File: config.mk
export PLATFORM = sky130hd
export DESIGN_NAME = f2p_conv
export DESIGN_NICKNAME = d
export VERILOG_FILES = /design/src/rtl/f2p_pkg.sv /design/src/rtl/f2p_unpack.sv /design/src/rtl/f2p_pack.sv /design/src/rtl/f2p_round.sv /design/src/rtl/f2p_conv.sv
export SDC_FILE = /design/constraint.sdc
export NUM_CORES = 1
export LEC_CHECK = 0
export BUFFER_PORTS_ARGS = -buffer_cell sky130_fd_sc_hd__buf_2
export CORE_ASPECT_RATIO = 1.75
export CORE_MARGIN = 5
export CORE_UTILIZATION = 40
export DETAILED_ROUTE_END_ITERATION = 7
export PLACE_DENSITY = 0.54
export SLEW_MARGIN = 20
export SYNTH_ARGS = -nofsm -noshare
export SYNTH_HDL_FRONTEND = slang
export SYNTH_SLANG_ARGS = --single-unit
File: constraint.sdc
create_clock -name clk -period 11 [get_ports clk]
set_input_delay 1.1 -clock clk [delete_from_list [all_inputs] [get_ports clk]]
set_output_delay 1.1 -clock clk [all_outputs]
set_load 0.02 [all_outputs]
File: src/rtl/f2p_pkg.sv
// Shared types for the float-to-posit converter.
// Assumes nothing beyond IEEE-754 single-precision field layout.
package f2p_pkg;
    // Input class after field split
    typedef enum logic [1:0] {
        CLS_ZERO = 2'd0,
        CLS_NAR  = 2'd1,
        CLS_NUM  = 2'd2
    } fcls_e;

    localparam int FEXP_W  = 8;
    localparam int FMAN_W  = 23;
    localparam int FBIAS   = 127;
    localparam int KREG_W  = 10;
endpackage

File: src/rtl/f2p_unpack.sv
// Splits a single-precision word into class, sign, regime quotient k,
// posit exponent remainder and mantissa. Subnormals are classed as zero.
// Assumes ES <= 7 so that k fits KREG_W signed bits.
module f2p_unpack
    import f2p_pkg::*;
#(
    parameter int ES = 1,
    localparam int EW = (ES > 0) ? ES : 1
) (
    input  logic [31:0]              f_in,
    output fcls_e                    cls,
    output logic                     sign,
    output logic signed [KREG_W-1:0] k,
    output logic [EW-1:0]            ex,
    output logic [FMAN_W-1:0]        man
);
    logic [FEXP_W-1:0]        efield;
    logic signed [KREG_W-1:0] eunb;

    // field split, classification and floor division by 2^ES
    always_comb begin
        efield = f_in[30:23];
        sign   = f_in[31];
        man    = f_in[22:0];
        eunb   = $signed({2'b00, efield}) - KREG_W'(FBIAS);
        k      = eunb >>> ES;
        if (efield == '0)
            cls = CLS_ZERO;
        else if (efield == '1)
            cls = CLS_NAR;
        else
            cls = CLS_NUM;
    end

    generate
        if (ES > 0) begin : g_ex
            // remainder is the low ES bits of the two's-complement exponent
            assign ex = eunb[EW-1:0];
        end else begin : g_noex
            assign ex = '0;
        end
    endgenerate
endmodule

File: src/rtl/f2p_pack.sv
// Lays the regime run, stop bit, exponent and mantissa into a wide
// vector, MSB first, and returns the NBITS-1 kept bits plus guard and
// sticky. Flags quotients outside the representable regime range.
// Assumes NBITS >= 4.
module f2p_pack
    import f2p_pkg::*;
#(
    parameter int NBITS = 16,
    parameter int ES    = 1,
    localparam int EW   = (ES > 0) ? ES : 1
) (
    input  logic signed [KREG_W-1:0] k,
    input  logic [EW-1:0]            ex,
    input  logic [FMAN_W-1:0]        man,
    output logic [NBITS-2:0]         body,
    output logic                     guard,
    output logic                     sticky,
    output logic                     sat_hi,
    output logic                     sat_lo
);
    localparam int TW = ES + FMAN_W + 1;
    localparam int WB = NBITS + TW;

    logic [TW-1:0] tail;
    logic [WB-1:0] fill;
    logic [WB-1:0] wide;
    int            ki;
    int            rl;

    generate
        if (ES > 0) begin : g_tail_ex
            // stop bit equals the sign of k
            assign tail = {k[KREG_W-1], ex, man};
        end else begin : g_tail_noex
            assign tail = {k[KREG_W-1], man};
            logic unused_ex;
            assign unused_ex = ^ex;
        end
    endgenerate

    // build the left-aligned bit string and split kept/guard/sticky
    always_comb begin
        ki     = int'(k);
        sat_hi = ki > NBITS - 2;
        sat_lo = ki < -(NBITS - 2);
        rl     = (ki >= 0) ? ki + 1 : -ki;
        if (rl > NBITS - 1)
            rl = NBITS - 1;
        fill   = (ki >= 0) ? ~({WB{1'b1}} >> rl) : '0;
        wide   = ({{NBITS{1'b0}}, tail} << (NBITS - rl)) | fill;
        body   = wide[WB-1 -: NBITS-1];
        guard  = wide[WB-NBITS];
        sticky = |wide[WB-NBITS-1:0];
    end
endmodule

File: src/rtl/f2p_round.sv
// Rounds the kept bits to nearest-even, clamps to maxpos/minpos, applies
// the sign by two's complement and substitutes zero / not-a-real codes.
// Assumes body/guard/sticky come from f2p_pack for the same word.
module f2p_round
    import f2p_pkg::*;
#(
    parameter int NBITS = 16
) (
    input  fcls_e             cls,
    input  logic              sign,
    input  logic [NBITS-2:0]  body,
    input  logic              guard,
    input  logic              sticky,
    input  logic              sat_hi,
    input  logic              sat_lo,
    output logic [NBITS-1:0]  posit
);
    logic             inc;
    logic [NBITS-1:0] sum;
    logic [NBITS-2:0] mag;
    logic [NBITS-1:0] pos;

    // round, clamp, sign and special-code selection
    always_comb begin
        inc = guard & (sticky | body[0]);
        sum = {1'b0, body} + {{(NBITS-1){1'b0}}, inc};
        mag = sum[NBITS-1] ? '1 : sum[NBITS-2:0];
        if (sat_hi)
            mag = '1;
        else if (sat_lo)
            mag = {{(NBITS-2){1'b0}}, 1'b1};
        pos = {1'b0, mag};
        case (cls)
            CLS_ZERO: posit = '0;
            CLS_NAR:  posit = {1'b1, {(NBITS-1){1'b0}}};
            default:  posit = sign ? (~pos + 1'b1) : pos;
        endcase
    end
endmodule

File: src/rtl/f2p_conv.sv
// Two-stage single-precision to posit converter. Stage 1 registers the
// split fields; stage 2 registers the packed, rounded, signed result.
// Assumes in_valid is held low while rst_n is low.
module f2p_conv
    import f2p_pkg::*;
#(
    parameter int NBITS = 16,
    parameter int ES    = 1
) (
    input  logic             clk,
    input  logic             rst_n,
    input  logic             in_valid,
    input  logic [31:0]      in_float,
    output logic             out_valid,
    output logic [NBITS-1:0] out_posit
);
    localparam int EW   = (ES > 0) ? ES : 1;
    localparam int KMAX = NBITS - 2;
    localparam logic [NBITS-1:0] NAR    = {1'b1, {(NBITS-1){1'b0}}};
    localparam logic [NBITS-1:0] MAXPOS = {1'b0, {(NBITS-1){1'b1}}};

    fcls_e                    u_cls,  s1_cls;
    logic                     u_sign, s1_sign;
    logic signed [KREG_W-1:0] u_k,    s1_k;
    logic [EW-1:0]            u_ex,   s1_ex;
    logic [FMAN_W-1:0]        u_man,  s1_man;
    logic                     s1_valid;

    logic [NBITS-2:0] p_body;
    logic             p_guard, p_sticky, p_sat_hi, p_sat_lo;
    logic [NBITS-1:0] r_posit;

    f2p_unpack #(.ES(ES)) u_unpack (
        .f_in (in_float),
        .cls  (u_cls),
        .sign (u_sign),
        .k    (u_k),
        .ex   (u_ex),
        .man  (u_man)
    );

    // stage 1: hold the split fields of an accepted word
    always_ff @(posedge clk) begin
        if (!rst_n) begin
            s1_valid <= 1'b0;
            s1_cls   <= CLS_ZERO;
            s1_sign  <= 1'b0;
            s1_k     <= '0;
            s1_ex    <= '0;
            s1_man   <= '0;
        end else begin
            s1_valid <= in_valid;
            if (in_valid) begin
                s1_cls  <= u_cls;
                s1_sign <= u_sign;
                s1_k    <= u_k;
                s1_ex   <= u_ex;
                s1_man  <= u_man;
            end
        end
    end

    f2p_pack #(.NBITS(NBITS), .ES(ES)) u_pack (
        .k      (s1_k),
        .ex     (s1_ex),
        .man    (s1_man),
        .body   (p_body),
        .guard  (p_guard),
        .sticky (p_sticky),
        .sat_hi (p_sat_hi),
        .sat_lo (p_sat_lo)
    );

    f2p_round #(.NBITS(NBITS)) u_round (
        .cls    (s1_cls),
        .sign   (s1_sign),
        .body   (p_body),
        .guard  (p_guard),
        .sticky (p_sticky),
        .sat_hi (p_sat_hi),
        .sat_lo (p_sat_lo),
        .posit  (r_posit)
    );

    // stage 2: register the finished posit word
    always_ff @(posedge clk) begin
        if (!rst_n) begin
            out_valid <= 1'b0;
            out_posit <= '0;
        end else begin
            out_valid <= s1_valid;
            if (s1_valid)
                out_posit <= r_posit;
        end
    end

    // every accepted word emerges two edges later
    assert_latency_R8: assert property (@(posedge clk) disable iff (!rst_n)
        in_valid |=> ##1 out_valid);
    // no result without a word accepted two edges before
    assert_origin_R8: assert property (@(posedge clk) disable iff (!rst_n)
        out_valid |-> $past(in_valid, 2));
    assert_zero_R1: assert property (@(posedge clk) disable iff (!rst_n)
        out_valid && $past(s1_cls == CLS_ZERO) |-> out_posit == '0);
    assert_nar_R2: assert property (@(posedge clk) disable iff (!rst_n)
        out_valid && $past(s1_cls == CLS_NAR) |-> out_posit == NAR);
    assert_sat_R5: assert property (@(posedge clk) disable iff (!rst_n)
        out_valid && $past(s1_cls == CLS_NUM && !s1_sign && (int'(s1_k) > KMAX))
        |-> out_posit == MAXPOS);
    assert_sign_R6: assert property (@(posedge clk) disable iff (!rst_n)
        out_valid && $past(s1_cls == CLS_NUM && s1_sign) |-> out_posit[NBITS-1]);
    assert_nonzero_R7: assert property (@(posedge clk) disable iff (!rst_n)
        out_valid && $past(s1_cls == CLS_NUM) |-> (out_posit != '0) && (out_posit != NAR));
endmodule

# == Word level (Yosys, flattened, before mapping) ==
# Index checks and enable logic that the tools add are counted.
# classes
addsub,6
order_cmp,4
n_eq_ne,2
shift,2
muxes,10
bitwise,5
reduce_logical,3
# ops
cell,n
2-to-1 mux 32 bit,2
2-to-1 mux 15 bit,3
2-to-1 mux 41 bit,1
inverter 41 bit,1
OR 41 bit,1
<< shifter 25 x 32 -> 41 bit,1
"right shift 41 x 32 -> 41 bit, first input constant",1
"> comparator 32 x 5 -> 1 bit, second input constant",1
negator 8 -> 32 bit,1
case mux 16 bit (2 select lines),1
"subtractor 6 x 32 -> 32 bit, first input constant",1
OR reduction 25 bit,1
adder 15 x 1 -> 16 bit,1
"adder 16 x 1 -> 16 bit, second input constant",1
2-to-1 mux 16 bit,1
inverter 15 -> 16 bit,1
"adder 8 x 2 -> 9 bit, second input constant",1
"subtractor 8 x 7 -> 9 bit, second input constant",1
"equality test 8 bit, second input constant",1
">= comparator 8 x 1 -> 1 bit, second input constant",1
"> comparator 8 x 5 -> 1 bit, second input constant",1
zero test 8 bit,1
"< comparator 8 x 5 -> 1 bit, second input constant",1
2-to-1 mux 2 bit,2
other kinds (4),4
# totals
register_bits,53
in_bits,35
output_inout_bits,17
word_cells,40

# == Depth between registers and ports, before layout ==
# depth
depth_word,19
depth_mapped,39
depth_no_buf,30

# == By module ==
# A second synthesis with hierarchy kept.
# unflattened
hier_cells,1030
area_unflattened_um2,7806.2
# modules_own_cells
module,n_inst,cells_per_inst,area_each_um2,seq_area_each_um2
f2p_pack,1,626,4156.5,0.0
f2p_conv,1,175,2067.0,1101.1
f2p_round,1,178,1217.4,0.0
f2p_unpack,1,51,365.4,0.0

# == Worst setup path after synthesis ==
# Ideal clock, no wire load.
# synth_path
path_kind,reg-to-reg
startpoint,reg s1_k[0]
endpoint,reg out_posit[12]
setup_time_ns,0.069
arrival_time_ns,9.328
required_ns,10.931
setup_slack_ns,1.603
stages_incl_launch_ff,37
n_path_buf,7
synth_period_minus_slack_ns,9.397
cell_sequence,dfxtp_1 -> buf_2 -> clkinv_1 -> ha_1 -> nor3b_1 -> nand3_1 -> ha_1 -> or4_4 -> or4_4 -> o41ai_4 -> and2_1 -> a41oi_2 -> inv_2 -> buf_2 -> buf_2 -> buf_2 -> buf_2 -> ha_1 -> clkbuf_1 -> o2111ai_1 -> nand2_1 -> a31oi_1 -> a2111oi_0 -> a31oi_1 -> or4_1 -> buf_2 -> nor3_1 -> o22ai_1 -> or4_1 -> or4_1 -> o21ai_2 -> o21ai_0 -> ha_1 -> o21ai_1 -> or4_4 -> mux2_4 -> o21ai_1
# synth_between
elab_chain_len,19
elab_cells_between_ends,25
classes_between,5 x add/sub; 4 x order compare; 2 x shift; 8 x mux; 5 x bitwise; 1 x reduce/logical
# synth_lines
item,line_no,text
"start, declared",f2p_conv.sv:24,"logic signed [KREG_W-1:0] u_k, s1_k;"
"start signal, assigned",f2p_conv.sv:56,s1_k <= u_k;
branches (longest 14 deep; another with negator 8 -> 32 bit),n/a,
2-to-1 mux 15 bit *,f2p_round.sv:28,if (sat_hi)
inverter 15 -> 16 bit,f2p_round.sv:36,default: posit = sign ? (~pos + 1'b1) : pos;
adder 16 x 1 -> 16 bit,f2p_round.sv:36,
2-to-1 mux 16 bit *,f2p_round.sv:36,
case mux 16 bit (2 select lines) *,f2p_round.sv:33,case (cls)
"end signal, assigned",f2p_conv.sv:93,out_posit <= r_posit;
"end, declared",f2p_conv.sv:15,output logic [NBITS-1:0] out_posit
# Every way passes the cells marked *.
# A chain may end at the register's enable or synchronous reset.

# == Worst setup path after layout ==
# Same ends and word-level chain as after synthesis.

==> flow_metrics.env <==
export IMPL_start_util_pct=40.2
export IMPL_crit_arrival_ns=10.51
export IMPL_ctsResizeCount=0
export IMPL_power_switching_mw=0.560
export IMPL_cp_slowest_cell="nor3_2"
export IMPL_met3WireLength_um=1620
export IMPL_portBuffers=51
export IMPL_cts_sinks=53
export IMPL_reg2reg_to="out_posit[12]"
export IMPL_ys_types=99
export IMPL_cpPeakStageDelay_ns=0.90
export IMPL_crit_path_end_kind="flop"
export IMPL_die_w_um=113
export IMPL_leakagePower_nw=3.00
export IMPL_synth_top_area_share_pct=14.3
export IMPL_final_setup_viol_count=0
export IMPL_rows=66
export IMPL_cts_hold_buf=0
export IMPL_p_comb_share_pct=63.5
export IMPL_ir_drop_mv=0.0756
export IMPL_antennaDiodeCount=0
export IMPL_crit_top_cell="ha_1"
export IMPL_grt_max_degree=61
export IMPL_ant_nets=0
export IMPL_core_area_sq_um=18500
export IMPL_fmax_mhz=97.4
export IMPL_gp_congestion=1.01
export IMPL_relSlewSlack_pct=26.6
export IMPL_grt_overflow=0
export IMPL_grt_first_pass_wirelength_um=48400
export IMPL_p_per_area_nw_per_um2=133
export IMPL_critPathKind="reg -> reg"
export IMPL_clock_path_buffers=2
export IMPL_critPathRequiredTime_ns=11.24
export IMPL_synthTopCellsByArea="dfxtp_1 14%, mux2i_1 6.7%, nand2_1 5.4%"
export IMPL_io_pins=52
export IMPL_cts_htree_levels=2
export IMPL_status="finished, final reports clean"
export IMPL_root_buffer="clkbuf_16"
export IMPL_hold_violations=0
export IMPL_drive_gt1_share_pct=12.3
export IMPL_track_usage_pct=28.7
export IMPL_finalCritPeriodShare_pct=93.4
export IMPL_drtIter0Drc=753
export IMPL_synthArstFlopShare_pct=0
export IMPL_timing_rr_start="s1_k[0]"
export IMPL_postPlaceCellArea_sq_um=7920
export IMPL_r2r_slack_ns=0.73
export IMPL_p_seq_share_pct=20.9
export IMPL_num_vias=8762
export IMPL_viasPerCell=6.72
export IMPL_clk_latency_ns=0.31
export IMPL_die_area_sq_um=21500
export IMPL_p_clk_share_pct=15.6
export IMPL_grt_setup_unrepaired="no"
export IMPL_synth_edf_count=0
export IMPL_syn_num_nets=1106
export IMPL_grt_pass1_vias=8302
export IMPL_finClkSkew_ns=0.00950
export IMPL_netlist_area_sq_um=7440
export IMPL_ys_seq_area_share_pct=14.3
export IMPL_synth_flop_cell="dfxtp_1"
export IMPL_critPathMaxFanout=30
export IMPL_drtPass1Iterations=5
export IMPL_whs_path_depth=2
export IMPL_drv_slew=0
export IMPL_clk_pin_slew_ns=0.08
export IMPL_cts_setup_buffers=0
export IMPL_setup_slack_ns=0.731
export IMPL_wl_per_cell_um=24.2
export IMPL_antenna_found_initial=0
export IMPL_post_route_min_period_ns=10.27
export IMPL_wl_met2_um=15900
export IMPL_wl_met1_um=11000
export IMPL_holdWs_ns=0.444
export IMPL_r2r_cells=32
export IMPL_holdCritStartpoint="out_posit[7]"
export IMPL_synth_top_area_cell="dfxtp_1"
export IMPL_cts_tree="yes"
export IMPL_die_height_um=190
export IMPL_drv_cap=0
export IMPL_cp_start_kind="flop"
export IMPL_cts_buffers=5
export IMPL_wl_um=31600
export IMPL_p_int_mw=0.517
export IMPL_hold_class="reg -> reg"
export IMPL_whs_endpoint="out_posit[7]"
export IMPL_avgSynthCellArea_sq_um=7.07
export IMPL_total_power_mw=1.08
export IMPL_nNetsFinal=1118
export IMPL_dp_hpwl_um=24700
export IMPL_ys_ff_latch=53
export IMPL_tightestPinTransition_ns=1.10
export IMPL_place_ws_ns=0.953
export IMPL_yosys_warnings=0
export IMPL_highest_layer="met4"
export IMPL_netlist_instances=1053
export IMPL_final_area_sq_um=8060
export IMPL_route_detailed_drc=0
export IMPL_area_growth_syn_to_layout_pct=8.34
export IMPL_p_sw_share_pct=52.0
export IMPL_tns_ns=0
## metrics by stage
stage | utilization [%] | cells
floorplan | - | 1053
global placement | 42.8 | 1296
detailed placement | 42.8 | 1296
CTS | 43.6 | 1304
global route | 43.6 | 1304
finish | 43.6 | 1304
## layout by cell type, fill, tap and decap left out, drive strengths merged, types with 7 or more instances in the layout
cell type	n
and3	24
a311oi	8
o21ai	55
mux2i	50
o211ai	25
nor2	100
ha	18
nor2b	10
nand3	43
a31oi	27
a211o	7
nand2	108
and2	14
xor2	14
xnor2	23
o21a	8
o31ai	18
dfxtp	53
and4	8
nor3	33
or4	10
nor4	17
a21oi	75
o22ai	10
nand2b	9
buf	82
inv	26
o2111ai	8
nand4	18
a211oi	22
## power by group through the flow
| stage | clock [mW] | sequential [mW] | combinational (mW) |
|---|---|---|---|
| floorplan | 0 | 0.216 | 0.474 |
| global placement | 0 | 0.228 | 0.666 |
| detailed placement | 0 | 0.228 | 0.660 |
| CTS | 0.171 | 0.224 | 0.664 |
| global route | 0.178 | 0.226 | 0.734 |
| finish | 0.167 | 0.225 | 0.683 |
## worst max-delay path: cells and delay by family, from the launching register on
family | cells | cell delay (ns)
adder cells (fa/ha/maj) | 4 | 1.57
flip-flops | 1 | 0.60
AND/OR/NAND/NOR | 11 | 3.52
AO/OA/AOI/OAI | 11 | 2.88
multiplexers | 1 | 0.29
buffers and inverters | 5 | 1.32
## how the worst max path moves through the flow
stage	start	to	slack, ns
after floorplan	s1_k[0]	out_posit[12]	1.60
after global placement	s1_k[0]	out_posit[12]	1.17
after detailed placement	s1_k[0]	out_posit[12]	0.95
after CTS	s1_k[0]	out_posit[12]	0.91
after global routing	s1_k[0]	out_posit[12]	0.03
final	s1_k[0]	out_posit[12]	0.73
## synthesized netlist by cell type (6+ instances only)
| cell | number |
|---|---|
| o31ai_1 | 15 |
| nand2_1 | 108 |
| a21o_1 | 6 |
| inv_1 | 23 |
| o2111ai_1 | 8 |
| ha_1 | 18 |
| buf_2 | 18 |
| o211a_1 | 6 |
| o21ai_0 | 44 |
| a211oi_1 | 22 |
| o21a_1 | 8 |
| and4_1 | 8 |
| mux2i_1 | 50 |
| or4_1 | 7 |
| nand2b_1 | 9 |
| a211o_1 | 7 |
| a21oi_1 | 73 |
| a31oi_1 | 26 |
| nand4_1 | 17 |
| and3_1 | 24 |
| and2_1 | 14 |
| o211ai_1 | 25 |
| nor2b_1 | 10 |
| xor2_1 | 14 |
| nor2_1 | 100 |
| o21ai_1 | 10 |
| xnor2_1 | 22 |
| o22ai_1 | 10 |
| a311oi_1 | 8 |
| nand3_1 | 43 |
| dfxtp_1 | 53 |
| nor3_1 | 31 |
| clkbuf_1 | 54 |
| nor4_1 | 15 |
## logic make-up (layout without fill, tap and decap cells)
family / after synthesis / in the layout / share of synthesized area (%)
adder cells (fa/ha/maj): 18 / 18 / 3.03
AO/OA/AOI/OAI: 358 / 358 / 34.4
flip-flops: 53 / 53 / 14.3
AND/OR/NAND/NOR: 421 / 421 / 29.0
buffers and inverters: 105 / 118 / 5.65
XOR/XNOR: 39 / 39 / 5.06
multiplexers: 59 / 59 / 8.59
## final cells by class
type / count / area (sq um)
fill: 2009 / 10400
multi-input combinational: 895 / 5970
sequential: 53 / 1060
timing repair buffer: 82 / 488
tap: 238 / 298
clock buffer: 6 / 129
inverter: 28 / 105
clock inverter: 2 / 13.8
## registers in the layout, summed over array words and instances (netlist names)
name       flops
s1_man        23
out_posit     16
s1_k           8
s1_cls         2
out_valid      1
s1_ex          1
s1_sign        1
s1_valid       1
## layer usage
layer	up-vias	track usage, %
li1	4085	-
met1	4104	29.5
met2	409	51.6
met3	164	3.91
met4	0	22.1
met5	-	0
(Power assumes the default switching activity.)
